## src/rtl/wprot_pkg.sv

```systemverilog
package wprot_pkg;

    typedef enum logic [1:0] {
        PROT_NONE = 2'b00,
        PROT_QTR  = 2'b01,
        PROT_HALF = 2'b10,
        PROT_ALL  = 2'b11
    } prot_mode_e;

    typedef struct packed {
        logic       wen;
        logic [1:0] bp;
        logic [1:0] bp_pend;
        logic       pend_vld;
        logic       grant;
        logic       deny;
    } ctl_state_t;

    localparam ctl_state_t CTL_RST = '{
        wen: 1'b0, bp: 2'b00, bp_pend: 2'b00,
        pend_vld: 1'b0, grant: 1'b0, deny: 1'b0
    };

    localparam int unsigned STATUS_W = 8;
    localparam int unsigned BP_LSB   = 2;

endpackage

```

## src/rtl/wprot_range_dec.sv

```systemverilog
module wprot_range_dec
    import wprot_pkg::*;
#(
    parameter int unsigned ADDR_W = 7
) (
    input  prot_mode_e        mode,
    input  logic [ADDR_W-1:0] addr,
    output logic              locked
);
    localparam int unsigned TOP = ADDR_W - 1;

    always_comb begin
        unique case (mode)
            PROT_NONE: locked = 1'b0;
            PROT_QTR:  locked = addr[TOP] & addr[TOP-1];
            PROT_HALF: locked = addr[TOP];
            PROT_ALL:  locked = 1'b1;
            default:   locked = 1'b1;
        endcase
    end
endmodule

```

## src/rtl/wprot_busy_timer.sv

```systemverilog
module wprot_busy_timer #(
    parameter int unsigned BUSY_CYCLES = 20
) (
    input  logic clk,
    input  logic rst_n,
    input  logic start,
    output logic busy,
    output logic done
);
    localparam int unsigned CNT_W = $clog2(BUSY_CYCLES + 1);
    localparam logic [CNT_W-1:0] LOAD = CNT_W'(BUSY_CYCLES - 1);

    typedef struct packed {
        logic             busy;
        logic [CNT_W-1:0] cnt;
    } tmr_t;

    tmr_t tmr_d, tmr_q;

    always_comb begin
        tmr_d = tmr_q;
        if (tmr_q.busy) begin
            if (tmr_q.cnt == '0) tmr_d.busy = 1'b0;
            else                 tmr_d.cnt  = tmr_q.cnt - 1'b1;
        end else if (start) begin
            tmr_d.busy = 1'b1;
            tmr_d.cnt  = LOAD;
        end
    end

    always_ff @(posedge clk) begin
        if (!rst_n) tmr_q <= '0;
        else        tmr_q <= tmr_d;
    end

    assign busy = tmr_q.busy;
    assign done = tmr_q.busy && (tmr_q.cnt == '0);


    cnt_bound_chk: assert property (@(posedge clk) disable iff (!rst_n)
        tmr_q.busy |-> (tmr_q.cnt < CNT_W'(BUSY_CYCLES)));


    start_idle_chk: assert property (@(posedge clk) disable iff (!rst_n)
        start |-> !tmr_q.busy);
endmodule

```

## src/rtl/wprot_status_unit.sv

```systemverilog
module wprot_status_unit
    import wprot_pkg::*;
#(
    parameter int unsigned ADDR_W      = 7,
    parameter int unsigned BUSY_CYCLES = 20
) (
    input  logic              clk,
    input  logic              por_n,
    input  logic              rst_n,
    input  logic              cmd_open,
    input  logic              wren_pulse,
    input  logic              wrdi_pulse,
    input  logic              wr_commit,
    input  logic [ADDR_W-1:0] wr_addr,
    input  logic              wrsr_commit,
    input  logic [7:0]        wrsr_data,
    input  logic              wp_n,
    output logic [7:0]        status_byte,
    output logic              wr_grant,
    output logic              wr_deny,
    output logic              busy
);
    ctl_state_t ctl_d, ctl_q, ctl_warm;

    logic locked;
    logic done;
    logic tmr_rst_n;
    logic idle;
    logic commit_any;
    logic allow;
    logic wp_kill;
    logic grant_now;

    assign tmr_rst_n = por_n & rst_n;

    wprot_range_dec #(.ADDR_W(ADDR_W)) u_range (
        .mode   (prot_mode_e'(ctl_q.bp)),
        .addr   (wr_addr),
        .locked (locked)
    );

    wprot_busy_timer #(.BUSY_CYCLES(BUSY_CYCLES)) u_timer (
        .clk   (clk),
        .rst_n (tmr_rst_n),
        .start (grant_now),
        .busy  (busy),
        .done  (done)
    );

    always_comb begin
        idle       = !busy;
        commit_any = wr_commit | wrsr_commit;
        allow      = idle && ctl_q.wen && wp_n && (wrsr_commit || !locked);
        grant_now  = commit_any && allow;
        wp_kill    = idle && !wp_n && (cmd_open || commit_any);
    end

    always_comb begin
        ctl_d       = ctl_q;
        ctl_d.grant = grant_now;
        ctl_d.deny  = commit_any && !allow;

        if (idle) begin
            if (wren_pulse) ctl_d.wen = 1'b1;
            if (wrdi_pulse) ctl_d.wen = 1'b0;
            if (wp_kill)    ctl_d.wen = 1'b0;
        end

        if (grant_now) begin
            ctl_d.wen = 1'b0;
            if (wrsr_commit) begin
                ctl_d.bp_pend  = wrsr_data[BP_LSB+1:BP_LSB];
                ctl_d.pend_vld = 1'b1;
            end
        end

        if (done && ctl_q.pend_vld) begin
            ctl_d.bp       = ctl_q.bp_pend;
            ctl_d.pend_vld = 1'b0;
        end

        ctl_warm    = CTL_RST;
        ctl_warm.bp = ctl_q.bp;
    end

    always_ff @(posedge clk) begin
        if (!por_n)      ctl_q <= CTL_RST;
        else if (!rst_n) ctl_q <= ctl_warm;
        else             ctl_q <= ctl_d;
    end

    assign status_byte = {4'b1111, ctl_q.bp, ctl_q.wen, busy};
    assign wr_grant    = ctl_q.grant;
    assign wr_deny     = ctl_q.deny;


    wen_clear_on_grant_chk: assert property (@(posedge clk) disable iff (!por_n || !rst_n)
        ctl_q.grant |-> (!ctl_q.wen && busy));


    deny_no_busy_chk: assert property (@(posedge clk) disable iff (!por_n || !rst_n)
        (ctl_q.deny && !$past(busy)) |-> !busy);


    busy_rise_chk: assert property (@(posedge clk) disable iff (!por_n || !rst_n)
        $rose(busy) |-> ctl_q.grant);


    bp_hold_chk: assert property (@(posedge clk) disable iff (!por_n || !rst_n)
        !$past(done) |-> $stable(ctl_q.bp));


    grant_deny_excl_chk: assert property (@(posedge clk) disable iff (!por_n || !rst_n)
        !(ctl_q.grant && ctl_q.deny));


    wp_kill_chk: assert property (@(posedge clk) disable iff (!por_n || !rst_n)
        (!busy && !wp_n && cmd_open) |=> !ctl_q.wen);
endmodule

```

## config.mk

```make
export PLATFORM = sky130hd
export DESIGN_NAME = wprot_status_unit
export DESIGN_NICKNAME = d
export VERILOG_FILES = /design/src/rtl/wprot_pkg.sv /design/src/rtl/wprot_range_dec.sv /design/src/rtl/wprot_busy_timer.sv /design/src/rtl/wprot_status_unit.sv
export SDC_FILE = /design/constraint.sdc
export NUM_CORES = 1
export LEC_CHECK = 0
export ABC_AREA = 1
export BUFFER_PORTS_ARGS = -buffer_cell sky130_fd_sc_hd__buf_2
export CORE_ASPECT_RATIO = 1.1
export CORE_UTILIZATION = 49
export CTS_CLUSTER_DIAMETER = 100
export DETAILED_ROUTE_END_ITERATION = 12
export HOLD_SLACK_MARGIN = 0.02
export PLACE_DENSITY = 0.86
export SETUP_SLACK_MARGIN = 0.15
export SKIP_CTS_REPAIR_TIMING = 1
export SLEW_MARGIN = 20
export SYNTH_ARGS = -nofsm -noshare
export SYNTH_HDL_FRONTEND = slang
export SYNTH_SLANG_ARGS = --single-unit
```

## constraint.sdc

```tcl
create_clock -name clk -period 1.9 [get_ports clk]
set_input_delay 0.285 -clock clk [delete_from_list [all_inputs] [get_ports clk]]
set_output_delay 0.285 -clock clk [all_outputs]
set_load 0.02 [all_outputs]
```

# Word-level counts from Yosys, hierarchy flattened
# Index checks and enable logic that the tools add are counted.
[word_totals] ram_bits=0 latchBits=0 mem_bits_ro=0 out_inout_bits=11 regBits=14 memories=0
[classes] shift=0 div_mod_pow=0 n_mul=0 n_reduce_logical=26 bitwise_logic=6 n_eq_ne=4 order_cmp=0 add_sub_neg=1 mux=8
[op_table] op="$mux 6" n=2
[op_table] op="$reduce_and 2->1" n=5
[op_table] op="$logic_and 1x1->1" n=9
[op_table] op="$reduce_or 3->1" n=2
[op_table] op="$logic_not 5->1" n=1
[op_table] op="$mux 5" n=1
[op_table] op="$sub 5x1->5 const B" n=1
[op_table] op="$eq 2x2->1 const B" n=2
[op_table] op="$logic_not 1->1" n=4
[op_table] op="$mux 1" n=4
[op_table] op="$pmux 1 s4" n=1
[op_table] op="$not 1->1" n=3
[op_table] op="$reduce_bool 3->1" n=1
[op_table] op="$and 1x1->1" n=2
[op_table] op="$eq 2x1->1 const B" n=1
[op_table] op="$logic_not 2->1" n=1
[op_table] op="$logic_or 1x1->1" n=2
[op_table] op="$ne 2x2->1 const B" n=1
[op_table] op="$reduce_bool 2->1" n=1
[op_table] op="$or 1x1->1" n=1

# Logic depth before layout (Yosys ltp)
# Gate-level depths: netlist of the first run.
[logic_depth] word_depth=8 ltp_mapped=8 mapped_depth_nobuf=8

# Hierarchy
# A second synthesis of the first run with hierarchy kept.
[unflattened] cells_unflattened=110 area_unflattened_um2=785.8
[by_module_without_submodules] module="wprot_status_unit" area_each_um2=412.9 instances=1 cells_per_inst=58 seq_area_each_um2=160.2
[by_module_without_submodules] module="wprot_busy_timer" area_each_um2=359.1 instances=1 cells_per_inst=49 seq_area_each_um2=120.1
[by_module_without_submodules] module="wprot_range_dec" area_each_um2=13.8 instances=1 cells_per_inst=3 seq_area_each_um2=0.0

# Least setup slack after synthesis of the first run
# Ideal clock, no wire load.
[synth_path] path_kind="reg-to-reg" start="reg u_timer.tmr_q, in the netlist u_timer.busy" end="reg ctl_q, in the netlist status_byte[3]" n_path_buf=0 arrival_ns=1.163 setup_slack_ns=0.675 setup_time_ns=0.062 stages_incl_launch_ff=6 path_cell_list="dfxtp_1 > inv_2 > nor3_4 > and2_1 > nor2_1 > nor2_2"
[synth_between] elab_chain_len=3
[synth_rtl] element="from (decl)" line_no="wprot_busy_timer.sv:18" rtl="tmr_t tmr_d, tmr_q;"
[synth_rtl] element="from (signal assigned)" line_no="wprot_busy_timer.sv:33" rtl="else tmr_q <= tmr_d;"
[synth_rtl] element="$logic_and 1x1->1" line_no="wprot_busy_timer.sv:37" rtl="assign done = tmr_q.busy && (tmr_q.cnt == '0);"
[synth_rtl] element="$logic_and 1x1->1" line_no="wprot_status_unit.sv:77" rtl="if (done && ctl_q.pend_vld) begin"
[synth_rtl] element="$reduce_and 2->1 (no line)"
[synth_rtl] element="to (signal assigned)" line_no="wprot_status_unit.sv:88" rtl="else if (!rst_n) ctl_q <= ctl_warm;"
[synth_rtl] element="to (signal assigned)" line_no="wprot_status_unit.sv:89" rtl="else ctl_q <= ctl_d;"
[synth_rtl] element="to (decl)" line_no="wprot_status_unit.sv:23" rtl="ctl_state_t ctl_d, ctl_q, ctl_warm;"
# Every way passes these cells.
# A chain may end at the register's enable or synchronous reset.

# Worst setup path in the final report of the first run
[layout_path] start="reg u_timer.tmr_q[0] (netlist bit)" end="reg u_timer.tmr_q[4] (netlist bit)"
[layout_between] elab_chain_len=3 elab_cells_between_ends=6
[layout_rtl] element="$sub 5x1->5 or $logic_not 5->1 (tied branches)" line_no="wprot_busy_timer.sv:24, wprot_busy_timer.sv:23"
[layout_rtl] element="$mux 5 or $ne 2x2->1 (tied branches)"
[layout_rtl] element="$mux 6 or $reduce_and 2->1 (tied branches)"
# Parallel ways exist; a longest one is shown, timed or not. The select of a mux whose other input is x is not followed.

==> out/metrics.yaml, run 1 <==
status: "finished, final reports clean"
worst-path-max-fanout: 4
synth_area_um2: 791
cts_buffer_depth: 2
synth_top_area_frac: 0.354
ys.warnings.count: 0
swShare: 0.238
setup_tns_ps: 0
grt_pass1_wl_mm: 2.56
synth_cells: 111
cts_max_level: 1
synthArstFlopShare: 0
hpwlAfterDp_mm: 1.23
gr-usage-all-layers: 0.209
leakagePower_uw: 0.000446
seqPwrFrac: 0.586
cts_tree: "yes"
synth-adder-area-share: 0.0316
num_rows: 14
nets: 156
gp_congestion: 0.794
start_util: 0.551
share_comb_of_total_power: 0.093
p_total_uw: 505
overflow: 0
finalHoldViolCount: 0
fmax_mhz: 736
dr_total_vias: 734
post-route-period-util: 0.715
synth_ff_type: "dfxtp_1"
hold_slack_ps: 266
coreArea_um2: 1440
grt_pass1_vias: 638
yosys.cell_count.top_type: "nand2_1"
wl_per_cell_um: 10.6
vdd_ir_drop_max_uv: 316
numCtsBuffers: 3
worstSetupEndpointType: "register"
clk_latency_ps: 280
grt_antenna_before_repair: 0
ys_ff_latch: 14
synth.area.top_cells: "dfxtp_1, nand2_1, inv_1"
pwr-share-clk: 0.321
port_buffers: 19
pre_cts_ws_ps: 584
drt_iter0_markers: 9
dr.pass1.iters: 6
required_ps: 2080
die_area_um2: 1780
synth-compound-area-share: 0.0633
p_int_uw: 385
antenna_cells: 0
fillerInstances: 135
yosys.area_share.simple: 0.362
drive_gt1_frac: 0.227
synth_top_family_by_area: "simple AND/OR/NAND/NOR gates"
finalMaxSlewViolations: 0
synth_edf_count: 0
ios: 35
path_clk_slew_ps: 70
syn_avg_cell_area_um2: 7.12
drc: 0
synth_common_cells: "nand2_1, inv_1, dfxtp_1, nand3_1"
clockRootBuffer: "clkbuf_4"
layout_setup_ws_ps: 542
wirelength_mm: 1.53
synth_top_area_cell: "dfxtp_1"
via_per_inst: 5.10
synth_xor_area_frac: 0.0222
skew_ps: 0.405
power_density_nw_per_um2: 574
period_needed_ps: 1360
finalSetupViolCount: 0
die_h_um: 44.1
critPathKind: "reg2reg"
ant_nets: 0
synthMuxAreaShare: 0
rsz0062_at_grt: "no"
clock_sinks: 14
fin_util: 0.612
cp.arrival_ps: 1540
power.switching_uw: 120
maxCapViolCount: 0
grt_max_degree: 10
areaGrowthSynthToFinish_pct: 11.2
start_kind: "register"
ys_types: 20
hold_path_class: "in2reg"
synth-seq-area-share: 0.354
dieWidth_um: 40.3
## stage by stage
step           std cells  instance area (um2)
2_1_floorplan        114                  802
3_3_place_gp         141                  857
3_5_place_dp         141                  857
4_1_cts              144                  880
5_1_grt              144                  880
6_report             144                  880
## area by class of cell
class	instances	area [um2]	area share
tap	16	20.0	0.0228
clock buffer	3	22.5	0.0256
inverter	18	67.6	0.0768
timing repair buffer	19	95.1	0.108
multi-input combinational	74	394	0.448
sequential	14	280	0.319
## per-layer routing
metal,global-route usage,wire length [um],up-vias
met5,0,0,-
met4,0.120,34,0
met2,0.345,778,22
met1,0.249,652,335
met3,0.0302,65,5
li1,-,-,372
## registers in the layout, indices dropped and copies added, names as in the netlist
signal         cells
u_timer.tmr_q      5
ctl_q              3
status_byte        3
u_timer.busy       1
wr_deny            1
wr_grant           1
## worst max-delay path: stages (launching register included)
cell and delay, ps:
dfxtp_1 320, inv_1 120, ha_1 200, nor3b_1 270
nand3_1 100, nand2_1 70, nand3_1 80, nand2_1 70
inv_1 30
## path summary, 6_finish.rpt
kind	slack [ps]	to	start	depth (start not counted)
worst max-delay path	540	u_timer.tmr_q[4]	u_timer.tmr_q[0]	8
worst min-delay path	270	status_byte[2]	por_n	3
worst max register to register	540	u_timer.tmr_q[4]	u_timer.tmr_q[0]	8
worst min register to register	480	ctl_q[4]	ctl_q[4]	2
## cells in the final DEF (no fill, tap or decap), types with 2 or more instances in the layout
master / synthesis / layout
dfxtp_1: 14 / 14
a21oi_1: 9 / 9
nand4_1: 2 / 2
nor2_1: 9 / 9
ha_1: 2 / 2
inv_1: 17 / 17
nand3_2: 2 / 2
clkbuf_4: 0 / 3
conb_1: 1 / 4
nand2_1: 23 / 23
nor3_4: 2 / 2
nor2_2: 2 / 2
nand3_1: 12 / 12
nand3b_1: 2 / 2
buf_2: 0 / 19
## kinds of logic (layout without fill, tap and decap cells)
group,after synthesis,in the layout
buffers and inverters,26,40
XOR/XNOR,2,2
AND/OR/NAND/NOR,56,56
other,1,4
flip-flops,14,14
adder cells (fa/ha/maj),2,2
AO/OA/AOI/OAI,10,10
## power groups by stage
stage	sequential, uW	combinational, uW	clock (uW)
6_report	296	46.8	162
5_1_grt	297	51.9	179
4_1_cts	296	46.8	166
3_5_place_dp	303	46.1	0
3_3_place_gp	303	44.8	0
2_1_floorplan	305	31.5	0
Power figures use the tool's default switching activity.
==> run 2, diff against run 1 <==
Settings changed: ABC_AREA 1 to 0, CORE_UTILIZATION 49 to 44, PLACE_DENSITY 0.86 to 0.81.
Clock period 1.9 ns to 1.33 ns, I/O delays scaled along.
==> run 2 against run 1 <==
  * The flow now finishes with violations (setup timing)
  * Highest routed layer unchanged
  * Clock skew up 6.2 ps
  * Clock power is 88% higher
  * Non-clock buffer count grew 13
  * Largest cell class unchanged
  * Synthesized cell count decreased by 25%
==> out/metrics.yaml, run 2 <==
status: "finished with violations"
violations: "setup timing"
synth_common_cells: "dfxtp_1, buf_4, nand2_1, a21oi_1, nor3_1"
wirelength_mm: 1.67  # +8.8%
cts_buffer_depth: 2  # unchanged
met3_length_um: 56  # -14%
cts_max_level: 1  # unchanged
worstSetupEndpointType: "register"
leakagePower_uw: 0.000400  # -10%
synth_ff_type: "dfxtp_1"
die_area_um2: 1790  # +0.77%
power_density_nw_per_um2: 778  # +36%
routed.top_layer: "met4"
antenna_cells: 0  # unchanged
areaGrowthSynthToFinish_pct: 43.4
worst-path-max-fanout: 3  # -1
required_ps: 1480  # -600 ps
vdd_ir_drop_max_uv: 461  # +46%
via_per_inst: 5.25  # +3.0%
mostFrequentLayoutCells: "buf_2, buf_4, dfxtp_1"
drive_gt1_frac: 0.540  # +0.313
ys_types: 29  # +45%
finalSetupViolCount: 9  # +9
nets: 140  # -10%
post-route-period-util: 1.16  # +0.446
hold_depth: 3  # unchanged
hpwlAfterDp_mm: 1.19  # -3.8%
rsz0062_at_grt: "yes"
largest_reg_flops: 5  # unchanged
grt_pass1_vias: 632  # -0.94%
coreArea_um2: 1440  # unchanged
synth_edf_count: 0  # unchanged
clk_latency_ps: 280  # about the same
grt_pass1_wl_mm: 2.42  # -5.6%
dr.pass1.iters: 4  # -2
ios: 35  # unchanged
ys_ff_latch: 14  # unchanged
hold_path_class: "in2reg"
final_common_cell: "buf_2"
path_clk_slew_ps: 80  # about the same
finalHoldViolCount: 0  # unchanged
gr-usage-all-layers: 0.199  # -0.0104
synth_top_area_frac: 0.392  # +0.0372
synth_top_area_cell: "dfxtp_1"
fmax_mhz: 647  # -12%
yosys.cell_count.top_type: "dfxtp_1"
multi_input_area_um2: 470  # +19%
start_util: 0.498  # -0.0523
dr_total_vias: 677  # -7.8%
fin_area_um2: 1030  # +17%
fillerInstances: 123  # -8.9%
gp_congestion: 0.735  # -7.4%
maxCapViolCount: 0  # unchanged
finalMaxSlewViolations: 0  # unchanged
layout_setup_ws_ps: -215  # -756 ps
num_rows: 14  # unchanged
regArea_um2: 288  # +2.7%
wl_per_cell_um: 12.9  # +21%
die_h_um: 44.3  # +0.39%
stdcell_count: 129  # -10%
clock_sinks: 14  # unchanged
synth-seq-area-share: 0.392  # +0.0372
dieWidth_um: 40.5  # +0.38%
placed_area_um2: 885  # +3.2%
period_needed_ps: 1540  # +186 ps
overflow: 0  # unchanged
placedCellCount: 121  # -14%
rr_worst_depth: 6  # -2
synth.area.top_cells: "dfxtp_1, buf_4, a21oi_1"
synth_area_um2: 716  # -9.5%
grt_antenna_before_repair: 0  # unchanged
port_buffers: 19  # unchanged
largest_register: "u_timer.tmr_q"
synthArstFlopShare: 0  # unchanged
ys.warnings.count: 0  # unchanged
skew_ps: 6.57  # +6.17 ps
synth_cells: 83  # -25%
wl_met2_um: 934  # +20%
cts_tree: "yes"
drt_iter0_markers: 11  # +2
drc: 0  # unchanged
wl_met1_um: 647  # -0.77%
cp.arrival_ps: 1690  # +150 ps
syn_avg_cell_area_um2: 8.62  # +21%
setup_tns_ps: -797  # -797 ps
clockRootBuffer: "clkbuf_4"
critPathKind: "reg2reg"
start_kind: "register"
grt_max_degree: 13  # +3
ant_nets: 0  # unchanged
numCtsBuffers: 3  # unchanged
-- run 2: cell families (layout without fill, tap and decap cells) --
kind of cell | count (synthesis) | after routing | share of synthesized area
fa+ha+maj | 2 | 2 | 0.0350
mux | 1 | 1 | 0.0140
simple gates | 33 | 33 | 0.248
buf+inv | 14 | 41 | 0.115
other cells | 1 | 4 | 0.00524
flops | 14 | 14 | 0.392
xor+xnor | 2 | 2 | 0.0245
compound gates | 16 | 16 | 0.166
-- run 2: area by class of cell --
| cell class | count | area share |
|---|---|---|
| clock buffers | 4 | 0.0354 |
| multi-input cells | 58 | 0.459 |
| repair buffers | 32 | 0.188 |
| well taps | 16 | 0.0195 |
| flip-flops and latches | 14 | 0.280 |
| inverters | 5 | 0.0183 |
-- run 2: layer usage --
| layer | global-route usage | up-vias |
|---|---|---|
| met2 | 0.349 | 20 |
| met5 | 0 | - |
| li1 | - | 339 |
| met1 | 0.210 | 314 |
| met4 | 0.120 | 0 |
| met3 | 0.0302 | 4 |
-- run 2: final timing paths --
path / start / endpoint / slack [ps]
worst max-delay path: u_timer.tmr_q[1] / u_timer.tmr_q[0] / -210
worst min-delay path: wrsr_data[3] / ctl_q[4] / 170
worst max register to register: u_timer.tmr_q[1] / u_timer.tmr_q[0] / -210
worst min register to register: ctl_q[3] / ctl_q[3] / 470
-- run 2: worst max-delay path, stage by stage (launching register included) --
cell,delay (ps)
dfxtp_2,330
inv_2,70
ha_4,140
or3b_4,410
o21a_4,230
xnor2_2,140
a21oi_1,90
-- run 2: per-stage QoR --
stage          hold slack (ps)   util  power [uW]  setup slack, ps
2_1_floorplan              338      -         476             -128
3_3_place_gp               447  0.616         495             -167
5_1_grt                    172  0.714         823             -251
3_5_place_dp               455  0.616         498             -241
4_1_cts                    175  0.641         795             -254
6_report                   172  0.714         799             -215
-- run 2: power breakdown --
group	switching (uW)	internal [uW]
Clock	138	167
Sequential	1.18	420
Combinational	44.9	27.9
Total	184	614
==> run 3, diff against run 2 <==
Settings changed: PLACE_DENSITY 0.81 to 0.8, SLEW_MARGIN 20 to not set, SYNTH_HIERARCHICAL set to 1.
==> run 3 against run 2 <==
  * The flow still finishes with violations (setup timing)
  * Fmax fell by 4.3%
  * Via count down 1.3%
  * Combinational power up 2%
  * Sequential power about the same
  * Sequential share of layout area up 0.20 points
  * Critical path depth grew 1
  * Global-route usage is 0.90 points higher
  * First-iteration DRC count increased by 64%
  * Critical path type unchanged
  * Largest power group unchanged
==> out/metrics.yaml, run 3 <==
status: "finished with violations"
violations: "setup timing"
wirelength_mm: 1.60  # -3.9%
skew_ps: 4.90  # -1.68 ps
critPathKind: "reg2reg"
finalSetupViolCount: 9  # unchanged
drc: 0  # unchanged
reg2reg_to: "u_timer/tmr_q[2]"
synth_top_family_by_area: "simple AND/OR/NAND/NOR gates"
yosys.area_share.simple: 0.269  # +0.0205
fmax_mhz: 620  # -4.3%
finalMaxSlewViolations: 0  # unchanged
ys_ff_latch: 14  # unchanged
yosys.cell_count.top_type: "dfxtp_1"
period_needed_ps: 1610  # +68.8 ps
layout_setup_ws_ps: -283  # -68.8 ps
cts_buffer_depth: 2  # unchanged
crit_cells: 7  # +1
worst-path-max-fanout: 4  # +1
ys_types: 32  # +10%
stdcell_count: 131  # +1.6%
cts_max_level: 1  # unchanged
clk_latency_ps: 270  # about the same
post-route-period-util: 1.21  # +0.0517
grt_pass1_vias: 657  # +4.0%
largest_reg_flops: 5  # unchanged
path_clk_slew_ps: 90  # about the same
ys.warnings.count: 6  # +6
wl_per_cell_um: 12.2  # -5.4%
vdd_ir_drop_max_uv: 562  # +22%
leakagePower_uw: 0.000479  # +20%
areaGrowthSynthToFinish_pct: 34.7
num_rows: 15  # +1
gp_congestion: 0.758  # +3.1%
largest_register: "u_timer/tmr_q"
cp.arrival_ps: 1760  # +70 ps
via_per_inst: 5.10  # -2.8%
rsz0062_at_grt: "yes"
synthMuxAreaShare: 0.0551  # +0.0411
start_kind: "register"
synth.area.top_cells: "dfxtp_1, buf_4, nand3_1"
final_common_cell: "buf_2"
numCtsBuffers: 3  # unchanged
grt_antenna_before_repair: 0  # unchanged
slowest_stage: "or4b_4"
drt_iter0_markers: 18  # +7
port_buffers: 19  # unchanged
drive_gt1_frac: 0.474  # -0.0661
grt_pass1_wl_mm: 2.53  # +4.8%
gr-usage-all-layers: 0.208  # +0.00896
cp_slowest_stage_delay_ps: 490  # +80 ps
worstSetupEndpointType: "register"
crit-reg2reg-launch: "u_timer/tmr_q[1]"
overflow: 0  # unchanged
critical_path.top_delay_family: "simple AND/OR/NAND/NOR gates"
start_util: 0.475  # -0.0229
finalHoldViolCount: 0  # unchanged
synthArstFlopShare: 0  # unchanged
die_area_um2: 1870  # +4.5%
worst-path-buf-inv: 3  # +2
maxCapViolCount: 0  # unchanged
cp_cell_sequence: "inv_2 > ha_4 > or4b_4 > buf_4 > buf_6 > nand4b_1 > a21boi_1"
power_density_nw_per_um2: 791  # +1.6%
nets: 141  # +0.71%
endpoint: "u_timer/tmr_q[2]"
clockRootBuffer: "clkbuf_4"
crit_start: "u_timer/tmr_q[1]"
synth_common_cells: "dfxtp_1, buf_4, nand3_1, inv_1, nor2_1"
die_h_um: 45.3  # +2.2%
ios: 35  # unchanged
placedCellCount: 125  # +3.3%
hpwlAfterDp_mm: 1.15  # -2.8%
coreArea_um2: 1580  # +9.8%
dieWidth_um: 41.4  # +2.2%
synth_ff_type: "dfxtp_1"
grt_max_degree: 15  # +2
synth_top_area_cell: "dfxtp_1"
synth_cells: 84  # +1.2%
dr.pass1.iters: 4  # unchanged
ant_nets: 0  # unchanged
clock_sinks: 14  # unchanged
pre_cts_ws_ps: -237  # +3.45 ps
dr_total_vias: 668  # -1.3%
rr_worst_depth: 7  # +1
required_ps: 1480  # about the same
synth-compound-area-share: 0.142  # -0.0242
syn_avg_cell_area_um2: 8.92  # +3.5%
synth_xor_area_frac: 0  # -0.0245
cts_tree: "yes"
rrSetupSlack_ps: -280  # -70 ps
synth-adder-area-share: 0.0334  # -0.00158
synth_area_um2: 749  # +4.7%
synth_edf_count: 0  # unchanged
synth-seq-area-share: 0.374  # -0.0177
synth_top_area_frac: 0.374  # -0.0177
hold_path_class: "in2reg"
fin_util: 0.640  # -0.0738
mostFrequentLayoutCells: "buf_2, buf_4, dfxtp_1"
antenna_cells: 0  # unchanged
-- run 3: cell count changes after synthesis, moves of 3 or more --
cell / previous run / this run
nor3_1: 7 / 0
a21oi_1: 7 / 3
nand2_1: 8 / 4
nand3_1: 4 / 7
nor2b_1: 0 / 3
-- run 3: metal layers --
layer / wire (um) / global-route usage / vias to the layer above
li1: - / - / 338
met1: 693 / 0.225 / 316
met2: 844 / 0.356 / 12
met3: 45 / 0.0296 / 2
met4: 18 / 0.135 / 0
met5: 0 / 0 / -
-- run 3: logic make-up (layout without fill, tap and decap cells) --
kind of cell | Yosys count | count (layout)
fa+ha+maj | 2 | 2
buf+inv | 16 | 43
flops | 14 | 14
compound gates | 14 | 14
mux | 4 | 4
simple gates | 33 | 33
other cells | 1 | 4
-- run 3: how the worst min path moves through the flow --
stage                     slack (ps)  startpoint              to  cells after the start
final                            160       por_n  status_byte[2]                      2
after global routing             160       por_n  status_byte[2]                      2
after CTS                        150       por_n  status_byte[3]                      2
after detailed placement         450       por_n  status_byte[3]                      2
after global placement           440    ctl_q[3]        ctl_q[3]                      2
after floorplan                  330       por_n  status_byte[2]                      1
-- run 3: cell type report --
class	instances	area, um2
inverters	6	22.5
multi-input cells	57	434
repair buffers	33	210
well taps	17	21.3
flip-flops and latches	14	285
clock buffers	4	36.3
fillers	136	567
-- run 3: worst reg2reg max path, stage by stage (launching register included) --
cell	delay [ps]
dfxtp_2	330
inv_2	70
ha_4	130
or4b_4	490
buf_4	160
buf_6	120
nand4b_1	100
a21boi_1	90
-- run 3: report_power, final --
group / switching [uW] / internal (uW) / leakage, uW / total, uW
Combinational: 42.9 / 31.0 / 0.000343 / 73.9
Sequential: 1.62 / 422 / 0.000115 / 424
Clock: 134 / 166 / 0.0000210 / 301
Total: 179 / 619 / 0.000479 / 798
-- run 3: stage by stage --
stage	total power [uW]	TNS [ps]	hold WS, ps	instance area, um2
2_1_floorplan	482	-1310	328	816
3_3_place_gp	501	-1260	444	937
5_1_grt	837	-2510	160	1010
6_report	798	-1810	164	1010
3_5_place_dp	502	-1420	451	937
4_1_cts	817	-1590	151	973
